**src/rtl/pwrdn_pkg.sv**
```systemverilog
package pwrdn_pkg;

  typedef enum logic [2:0] {
    ST_RUN    = 3'd0,
    ST_SLEEP  = 3'd1,
    ST_STBY   = 3'd2,
    ST_SETTLE = 3'd3,
    ST_EXC    = 3'd4
  } pd_state_e;

  typedef enum logic [1:0] {
    CAUSE_IRQ = 2'd0,
    CAUSE_DMA = 2'd1,
    CAUSE_NMI = 2'd2,
    CAUSE_RST = 2'd3
  } pd_cause_e;

  typedef struct packed {
    logic       cpu_clk_en;
    logic       per_clk_en;
    logic       osc_en;
    logic       per_rst;
    logic       io_hiz;
    logic       rst_hold;
    logic       exc_entry;
    logic [1:0] exc_cause;
    logic [1:0] status;
  } pd_out_t;

endpackage

```
**src/rtl/pwrdn_rst_sync.sv**
```systemverilog
module pwrdn_rst_sync #(
  parameter int unsigned STAGES = 2
) (
  input  logic clk_i,
  input  logic rst_ni,
  output logic rst_no
);

  logic [STAGES-1:0] sync_q;

  generate
    for (genvar g = 0; g < STAGES; g++) begin : g_stage
      if (g == 0) begin : g_first
        always_ff @(posedge clk_i or negedge rst_ni) begin
          if (!rst_ni) sync_q[g] <= 1'b0;
          else         sync_q[g] <= 1'b1;
        end
      end else begin : g_rest
        always_ff @(posedge clk_i or negedge rst_ni) begin
          if (!rst_ni) sync_q[g] <= 1'b0;
          else         sync_q[g] <= sync_q[g-1];
        end
      end
    end
  endgenerate

  assign rst_no = sync_q[STAGES-1];

endmodule

```
**src/rtl/pwrdn_wake_arb.sv**
```systemverilog
module pwrdn_wake_arb
  import pwrdn_pkg::*;
(
  input  pd_state_e state_i,
  input  logic      irq_i,
  input  logic      dma_err_i,
  input  logic      nmi_i,
  input  logic      rst_req_i,
  output logic      wake_o,
  output pd_cause_e cause_o
);

  // Each state accepts its own set of events; reset always outranks the rest.
  always_comb begin
    wake_o  = 1'b0;
    cause_o = CAUSE_IRQ;
    if (rst_req_i) begin
      wake_o  = 1'b1;
      cause_o = CAUSE_RST;
    end else begin
      unique case (state_i)
        ST_SLEEP: begin
          if (nmi_i) begin
            wake_o  = 1'b1;
            cause_o = CAUSE_NMI;
          end else if (irq_i) begin
            wake_o  = 1'b1;
            cause_o = CAUSE_IRQ;
          end else if (dma_err_i) begin
            wake_o  = 1'b1;
            cause_o = CAUSE_DMA;
          end
        end
        ST_STBY: begin
          if (nmi_i) begin
            wake_o  = 1'b1;
            cause_o = CAUSE_NMI;
          end
        end
        default: begin
          wake_o  = 1'b0;
          cause_o = CAUSE_IRQ;
        end
      endcase
    end
  end

endmodule

```
**src/rtl/pwrdn_settle_cnt.sv**
```systemverilog
module pwrdn_settle_cnt #(
  parameter int unsigned SETTLE_CYCLES = 16
) (
  input  logic clk_i,
  input  logic rst_ni,
  input  logic load_i,
  input  logic run_i,
  output logic zero_o
);

  localparam int unsigned CW = (SETTLE_CYCLES > 1) ? $clog2(SETTLE_CYCLES) : 1;
  localparam logic [CW-1:0] LOAD_VAL = CW'(SETTLE_CYCLES - 1);

  logic [CW-1:0] cnt_q;
  logic [CW-1:0] cnt_d;
  logic          cnt_en;

  always_comb begin
    cnt_en = load_i | (run_i & (cnt_q != '0));
    cnt_d  = load_i ? LOAD_VAL : (cnt_q - CW'(1));
  end

  always_ff @(posedge clk_i or negedge rst_ni) begin
    if (!rst_ni)     cnt_q <= '0;
    else if (cnt_en) cnt_q <= cnt_d;
  end

  assign zero_o = (cnt_q == '0);


  load_value_chk: assert property (@(posedge clk_i) disable iff (!rst_ni)
    load_i |=> (cnt_q == LOAD_VAL));


  no_reload_chk: assert property (@(posedge clk_i) disable iff (!rst_ni)
    (run_i && !load_i && cnt_q != '0) |=> (cnt_q == $past(cnt_q) - CW'(1)));

endmodule

```
**src/rtl/pwrdn_out_dec.sv**
```systemverilog
module pwrdn_out_dec
  import pwrdn_pkg::*;
(
  input  pd_state_e state_i,
  input  pd_cause_e cause_i,
  input  logic      hiz_i,
  output pd_out_t   out_o
);

  always_comb begin
    out_o            = '0;
    out_o.cpu_clk_en = 1'b1;
    out_o.per_clk_en = 1'b1;
    out_o.osc_en     = 1'b1;
    unique case (state_i)
      ST_SLEEP: begin
        out_o.cpu_clk_en = 1'b0;
        out_o.status     = 2'd1;
      end
      ST_STBY: begin
        out_o.cpu_clk_en = 1'b0;
        out_o.per_clk_en = 1'b0;
        out_o.osc_en     = 1'b0;
        out_o.per_rst    = 1'b1;
        out_o.io_hiz     = hiz_i;
        out_o.status     = 2'd2;
      end
      ST_SETTLE: begin
        out_o.cpu_clk_en = 1'b0;
        out_o.per_clk_en = 1'b0;
        out_o.per_rst    = 1'b1;
        out_o.io_hiz     = hiz_i;
        out_o.rst_hold   = (cause_i == CAUSE_RST);
        out_o.status     = 2'd3;
      end
      ST_EXC: begin
        out_o.exc_entry = 1'b1;
        out_o.exc_cause = cause_i;
      end
      default: begin
        out_o.status = 2'd0;
      end
    endcase
  end

endmodule

```
**src/rtl/pwrdn_ctrl.sv**
```systemverilog
module pwrdn_ctrl
  import pwrdn_pkg::*;
#(
  parameter int unsigned SETTLE_CYCLES = 16,
  parameter int unsigned SYNC_STAGES   = 2
) (
  input  logic       clk_i,
  input  logic       rst_ni,
  input  logic       sleep_req_i,
  input  logic       deep_sel_i,
  input  logic       hiz_sel_i,
  input  logic       irq_i,
  input  logic       dma_err_i,
  input  logic       nmi_i,
  input  logic       por_i,
  input  logic       mrst_i,
  output logic       cpu_clk_en_o,
  output logic       per_clk_en_o,
  output logic       osc_en_o,
  output logic       per_rst_o,
  output logic       io_hiz_o,
  output logic       rst_hold_o,
  output logic       exc_entry_o,
  output logic [1:0] exc_cause_o,
  output logic [1:0] status_o
);

  logic      rst_n;
  logic      rst_any;
  logic      wake;
  pd_cause_e wake_cause;
  logic      cnt_zero;
  logic      cnt_load;
  logic      cnt_run;

  pd_state_e state_q, state_d;
  pd_cause_e cause_q, cause_d;
  logic      cause_en;
  logic      hiz_q, hiz_d;
  logic      hiz_en;
  pd_out_t   dec;

  assign rst_any = por_i | mrst_i;

  pwrdn_rst_sync #(.STAGES(SYNC_STAGES)) u_rst_sync (
    .clk_i  (clk_i),
    .rst_ni (rst_ni),
    .rst_no (rst_n)
  );

  pwrdn_wake_arb u_wake_arb (
    .state_i   (state_q),
    .irq_i     (irq_i),
    .dma_err_i (dma_err_i),
    .nmi_i     (nmi_i),
    .rst_req_i (rst_any),
    .wake_o    (wake),
    .cause_o   (wake_cause)
  );

  // Next-state logic
  always_comb begin
    state_d  = state_q;
    cause_d  = wake_cause;
    cause_en = 1'b0;
    hiz_d    = hiz_sel_i;
    hiz_en   = 1'b0;
    cnt_load = 1'b0;
    unique case (state_q)
      ST_RUN: begin
        if (wake) begin
          state_d  = ST_EXC;
          cause_en = 1'b1;
        end else if (sleep_req_i) begin
          if (deep_sel_i) begin
            state_d = ST_STBY;
            hiz_en  = 1'b1;
          end else begin
            state_d = ST_SLEEP;
          end
        end
      end
      ST_SLEEP: begin
        if (wake) begin
          state_d  = ST_EXC;
          cause_en = 1'b1;
        end
      end
      ST_STBY: begin
        if (wake) begin
          state_d  = ST_SETTLE;
          cause_en = 1'b1;
          cnt_load = 1'b1;
        end
      end
      ST_SETTLE: begin
        cause_en = wake;
        if (cnt_zero) state_d = ST_EXC;
      end
      ST_EXC: begin
        if (wake) cause_en = 1'b1;
        else      state_d  = ST_RUN;
      end
      default: state_d = ST_RUN;
    endcase
  end

  assign cnt_run = (state_q == ST_SETTLE);

  // State registers
  always_ff @(posedge clk_i or negedge rst_n) begin
    if (!rst_n) state_q <= ST_RUN;
    else        state_q <= state_d;
  end

  always_ff @(posedge clk_i or negedge rst_n) begin
    if (!rst_n)       cause_q <= CAUSE_IRQ;
    else if (cause_en) cause_q <= cause_d;
  end

  always_ff @(posedge clk_i or negedge rst_n) begin
    if (!rst_n)     hiz_q <= 1'b0;
    else if (hiz_en) hiz_q <= hiz_d;
  end

  pwrdn_settle_cnt #(.SETTLE_CYCLES(SETTLE_CYCLES)) u_settle (
    .clk_i  (clk_i),
    .rst_ni (rst_n),
    .load_i (cnt_load),
    .run_i  (cnt_run),
    .zero_o (cnt_zero)
  );

  pwrdn_out_dec u_out_dec (
    .state_i (state_q),
    .cause_i (cause_q),
    .hiz_i   (hiz_q),
    .out_o   (dec)
  );

  assign cpu_clk_en_o = dec.cpu_clk_en;
  assign per_clk_en_o = dec.per_clk_en;
  assign osc_en_o     = dec.osc_en;
  assign per_rst_o    = dec.per_rst;
  assign io_hiz_o     = dec.io_hiz;
  assign rst_hold_o   = dec.rst_hold;
  assign exc_entry_o  = dec.exc_entry;
  assign exc_cause_o  = dec.exc_cause;
  assign status_o     = dec.status;


  sleep_entry_chk: assert property (@(posedge clk_i) disable iff (!rst_n)
    (state_q == ST_RUN && sleep_req_i && !deep_sel_i && !rst_any)
      |=> (status_o == 2'd1 && !cpu_clk_en_o && osc_en_o));


  stby_entry_chk: assert property (@(posedge clk_i) disable iff (!rst_n)
    (state_q == ST_RUN && sleep_req_i && deep_sel_i && !rst_any)
      |=> (status_o == 2'd2 && !osc_en_o && per_rst_o));


  stby_ignore_chk: assert property (@(posedge clk_i) disable iff (!rst_n)
    (state_q == ST_STBY && !nmi_i && !rst_any) |=> (state_q == ST_STBY));


  settle_hold_chk: assert property (@(posedge clk_i) disable iff (!rst_n)
    (state_q == ST_SETTLE && !cnt_zero) |=> (state_q == ST_SETTLE));


  exc_pulse_chk: assert property (@(posedge clk_i) disable iff (!rst_n)
    (exc_entry_o && !rst_any) |=> (!exc_entry_o && status_o == 2'd0));


  rst_first_chk: assert property (@(posedge clk_i) disable iff (!rst_n)
    (state_q == ST_RUN && rst_any) |=> (exc_entry_o && exc_cause_o == 2'd3));


  hiz_sleep_chk: assert property (@(posedge clk_i) disable iff (!rst_n)
    (state_q == ST_SLEEP || state_q == ST_RUN) |-> !io_hiz_o);

endmodule

```
**config.mk**
```make
export PLATFORM = sky130hd
export DESIGN_NAME = pwrdn_ctrl
export DESIGN_NICKNAME = d
export VERILOG_FILES = /design/src/rtl/pwrdn_pkg.sv /design/src/rtl/pwrdn_rst_sync.sv /design/src/rtl/pwrdn_wake_arb.sv /design/src/rtl/pwrdn_settle_cnt.sv /design/src/rtl/pwrdn_out_dec.sv /design/src/rtl/pwrdn_ctrl.sv
export SDC_FILE = /design/constraint.sdc
export NUM_CORES = 1
export LEC_CHECK = 0
export ABC_CLOCK_PERIOD_IN_PS = 1600
export CELL_PAD_IN_SITES_DETAIL_PLACEMENT = 1
export CELL_PAD_IN_SITES_GLOBAL_PLACEMENT = 1
export CORE_ASPECT_RATIO = 1.2
export CORE_MARGIN = 1
export CORE_UTILIZATION = 34
export CTS_CLUSTER_SIZE = 16
export DETAILED_ROUTE_END_ITERATION = 7
export PLACE_DENSITY = 0.77
export SYNTH_ARGS = -nofsm -noshare
export SYNTH_HDL_FRONTEND = slang
export SYNTH_SLANG_ARGS = --single-unit
export TNS_END_PERCENT = 1
```
**constraint.sdc**
```tcl
create_clock -name clk_i -period 1.6 [get_ports clk_i]
set_clock_uncertainty 0.15 [all_clocks]
set_input_delay 0.16 -clock clk_i [delete_from_list [all_inputs] [get_ports clk_i]]
set_output_delay 0.16 -clock clk_i [all_outputs]
set_load 0.05 [all_outputs]
```
---- Yosys cells after proc, flatten, opt, wreduce, memory -nomap -nowiden ----
Cells that the tools add are included.
word-level totals
  flip-flop bits (word level) ............. 12
  input port bits ......................... 10
  output and inout bits ................... 11
  word-level logic and storage cells ...... 62
operators by class
  $add $sub $neg .......................... 1
  eq/ne operators ......................... 10
  mux-type cells .......................... 35
  bitwise gates (word level) .............. 3
  reduce and logical (&&, ||, !) cells .... 7
operators with widths
  operator                                                             count
  3-bit 2-to-1 mux                                                     7
  1-bit 2-to-1 mux                                                     16
  3-bit case mux with 5 select lines                                   1
  2-bit 2-to-1 mux                                                     6
  2-bit != test (second input constant)                                4
  3-bit by 2-bit == test with 1-bit output (second input constant)     2
  2-bit case mux with 3 select lines                                   1
  5-bit AND reduction                                                  1
  4-bit logical NOT                                                    1
  4-bit 2-to-1 mux                                                     1
  1-bit case mux with 2 select lines                                   2
  2-bit case mux with 2 select lines                                   1
  4-bit nonzero test                                                   1
  4-bit OR reduction                                                   1
  4-bit by 1-bit subtractor with 4-bit output (second input constant)  1
  3-bit by 1-bit == test with 1-bit output (second input constant)     1
  3-bit == test (second input constant)                                1
  3-bit logical NOT                                                    1
  3-bit != test (second input constant)                                1
  3-bit OR reduction                                                   1
  2-bit == test (second input constant)                                1
  1-bit bitwise OR                                                     2
  2-bit OR reduction                                                   1
  1-bit bitwise AND                                                    1

---- Longest topological paths before layout ----
  word-level depth ........................ 8
  gate-level depth with buffers ........... 6
  gate-level depth less buffers ........... 6

---- By module ----
From an unflattened synthesis, not the netlist that was laid out.
second synthesis, totals
  cells, all modules ...................... 71
  area, all modules ....................... 714.4 sq um
by module, submodules not included
  module            instances  cells each  area an instance (sq um)  seq. area each (sq um)
  pwrdn_ctrl        1          28          300.3                     150.1
  pwrdn_settle_cnt  1          21          219.0                     100.1
  pwrdn_out_dec     1          11          80.1                      0.0
  pwrdn_wake_arb    1          8           61.3                      0.0
  pwrdn_rst_sync    1          3           53.8                      50.0

---- Worst setup path before layout ----
No wires, ideal clock.
  path type ............................... reg2reg
  start point ............................. register state_q[2]
  end point ............................... register cause_q[0]
  library setup time ...................... 0.095 ns
  arrival time ............................ 1.659 ns
  required time ........................... 1.355 ns
  setup slack ............................. -0.304 ns
  cell stages (with the launch flop) ...... 5
  path buffers ............................ 0
  cell sequence ........................... dfrtp_1 nor2b_1 nand2_1 o22a_1 o31ai_1
on the way
  word-level cells in the longest chain between the ends .. 5
RTL lines
  item                                                                                                  line                                    text
  start, declared                                                                                       pwrdn_ctrl.sv:36                        pd_state_e state_q, state_d;
  start signal, assigned                                                                                pwrdn_ctrl.sv:113                       else state_q <= state_d;
  3-bit by 2-bit == test with 1-bit output or 3-bit by 1-bit == test with 1-bit output (tied branches)  pwrdn_wake_arb.sv:21, pwrdn_ctrl.sv:69
  1-bit case mux with 2 select lines                                                                    pwrdn_wake_arb.sv:21                    unique case (state_i)
  1-bit 2-to-1 mux                                                                                      pwrdn_wake_arb.sv:17                    if (rst_req_i) begin
  1-bit 2-to-1 mux                                                                                      --
  1-bit case mux with 2 select lines                                                                    pwrdn_ctrl.sv:69                        unique case (state_q)
  end signal, assigned                                                                                  pwrdn_ctrl.sv:118                       else if (cause_en) cause_q <= cause_d;
  end, declared                                                                                         pwrdn_ctrl.sv:37                        pd_cause_e cause_q, cause_d;
Parallel ways exist; a longest one is shown, timed or not.
A chain may end at the register's enable or synchronous reset.

---- Final worst setup path ----
  start point ............................. register state_q[1]
  end point ............................... register state_q[2]
on the way
  word-level cells in the longest chain between the ends .. 5
RTL lines
  item                                                                                                  line
  3-bit by 2-bit == test with 1-bit output or 3-bit by 1-bit == test with 1-bit output (tied branches)  pwrdn_wake_arb.sv:21, pwrdn_ctrl.sv:69
  1-bit case mux with 2 select lines                                                                    pwrdn_wake_arb.sv:21
  1-bit 2-to-1 mux                                                                                      pwrdn_wake_arb.sv:17
  3-bit != test (no source line) (tied with other cells)                                                --
  5-bit AND reduction (no source line) or 3-bit case mux with 5 select lines (tied branches)            --
Parallel ways exist; a longest one is shown, timed or not.

==> out/qor.yml <==
status: "finished, violations left"
violations: "negative setup slack"
power.total_uw: 2120
r2r.worst_path.cells: 5
antenna_cells: 0
whs_ns: 0.0367
post-route-drc-count: 0
track_usage: 0.277
worst_slack_ns: -0.142
area_growth_pct: 91.7
ys_seq_area_frac: 0.388
synth_top_area_cell: "dfrtp_1"
worstPathRequired_ns: 1.63
grt_pass1_wl_mm: 4.64
synth.cell_area_sq_um: 773
peakVddDrop_mv: 0.858
post_dp_cell_area_sq_um: 1230
clockBufferDepth: 2
drv_slew: 0
post_drt_wl_per_cell_um: 21.1
fmax_ghz: 0.574
ant_nets: 0
viasPerCell: 5.36
stdcell_count: 170
setup_viol: 17
cts_tree: "done"
die_width_um: 45.5
yosysTopAreaCellShare: 0.388
drive_above_1_share: 0.529
io_buffers: 20
pre_cts_slack_ns: -0.203
synthArstFlopShare: 1.00
placed_cells: 154
drv_cap: 0
p_per_area_nw_per_um2: 1430
clock_latency_ns: 0.30
synth_flop_cell: "dfrtp_1"
rsz0062_at_grt: "yes"
antenna_found_initial: 0
num_io_pins: 21
vias: 912
hold_viol: 0
drtIter0Drc: 16
yosys-top-cells-area: "dfrtp_1 39%, nand2_1 4.4%, nor2_1 3.4%, nor2b_1 3.2%, buf_6 2.9%"
htreeDepth: 1
grt_max_degree: 11
place.gp.congestion: 0.862
root_buffer: "clkbuf_4"
syn-instance-count: 86
yosys_register_bits: 12
yosysMostFrequentCell: "dfrtp_1"
design_area_sq_um: 1480
fin_crit_sh: 1.09
crit_type: "reg -> reg"
synth.top_cells.by_count: "12 x dfrtp_1, 9 x nand2_1, 7 x nor2_1, 5 x inv_1, 4 x nor2b_1"
crit_arrival_ns: 1.78
wl_mm: 3.59
regArea_sq_um: 304
cp_max_fo: 4
cts_buffers: 3
multi_input_area_sq_um: 502
fp.coreArea_sq_um: 2090
drtPass1Iterations: 4
end_kind: "flip-flop"
die_h_um: 54.2
grt_overflow: 0
start_util: 0.369
hp-class: "reg -> async"
synth_area_per_cell_sq_um: 8.99
min_period_ns: 1.74
hpwl_mm: 1.85
fillerInstances: 215
path_clk_slew_ns: 0.09
fin_nets: 152
leakagePower_uw: 0.000632
start_kind: "flip-flop"
yosysWarnings: 0
die_area_sq_um: 2470
grt_pass1_vias: 944
cts_sinks: 12
synth_cell_type_count: 39
synth_edf_count: 0
synth_fp_nets: 97
fp-row-count: 18
-- timing repair --
action	4_1_cts	5_1_grt
buffers inserted	7	4
endpoints found under the hold margin	2	0
setup endpoints to repair	17	17
pin swaps	10	5
gates resized for setup	28	7
hold buffers	1	0
-- cell usage in the layout, fill, tap and decap left out, drive strengths merged, types with 2 or more instances in the layout --
master,n
nand3,3
clkbuf,4
dfrtp,12
a21oi,3
o211ai,2
o31ai,2
nor2b,4
nand4,2
buf,45
nand2,9
and3,2
nand3b,2
o21ai,3
or2,2
nor3,3
and2,2
nor2,7
inv,5
clkdlybuf4s50,9
-- path summary, 6_finish.rpt --
check                                      from                   end  slack (ns)
min reg2reg                   u_rst_sync.rst_no            state_q[1]        0.04
min in group clk_i         u_rst_sync.sync_q[0]     u_rst_sync.rst_no        0.21
max reg2reg                          state_q[1]            state_q[2]       -0.14
min                           u_rst_sync.rst_no            state_q[1]        0.04
max                                  state_q[1]            state_q[2]       -0.14
max in group asynchronous                rst_ni  u_rst_sync.sync_q[0]        0.76
-- kinds of logic (layout without fill, tap and decap cells) --
| kind of cell | count (synthesis) | after routing | share of synthesized area |
|---|---|---|---|
| other cells | 1 | 1 | 0.00485 |
| mux | 1 | 1 | 0.0146 |
| flops | 12 | 12 | 0.388 |
| compound gates | 17 | 17 | 0.159 |
| fa+ha+maj | 1 | 1 | 0.0162 |
| simple gates | 42 | 42 | 0.322 |
| xor+xnor | 2 | 2 | 0.0227 |
| buf+inv | 10 | 64 | 0.0728 |
-- layer usage --
metal  share of wire  vias up  wire [um]  GRT usage
li1                -      411          -          -
met1            0.38      445       1360      0.287
met2            0.53       40       1910      0.507
met3           0.045       16        162     0.0660
met4           0.045        0        161      0.141
met5               0        -          0          0
-- metrics by stage --
stage,setup TNS (ns),util
CTS,-0.662,0.685
finish,-1.52,0.708
detailed placement,-1.07,0.589
floorplan,-0.246,-
global placement,-0.302,0.589
global route,-2.21,0.708
-- sequential cells by signal, indices dropped and copies added (netlist names) --
name	cells
hiz_q	1
u_rst_sync.rst_no	1
u_rst_sync.sync_q	1
u_settle.cnt_q	4
state_q	3
cause_q	2
-- layout make-up --
| class | instances | area share |
|---|---|---|
| Clock buffer | 4 | 0.0245 |
| Timing Repair Buffer | 55 | 0.394 |
| Multi-Input combinational cell | 64 | 0.338 |
| Tap cell | 30 | 0.0253 |
| Sequential cell | 12 | 0.205 |
| Inverter | 5 | 0.0127 |
-- worst max-delay path: stages (launching register included) --
cell,delay [ns]
dfrtp_2,0.44
buf_4,0.16
nor4_2,0.27
o21ai_1,0.15
o211a_1,0.19
o221a_1,0.27
-- power by group --
part,total (uW),internal [uW],switching [uW]
clock,268,139,129
combinational,1360,684,675
sequential,489,377,113
total,2120,1200,916
No activity file was read; power rests on OpenSTA's default activity.
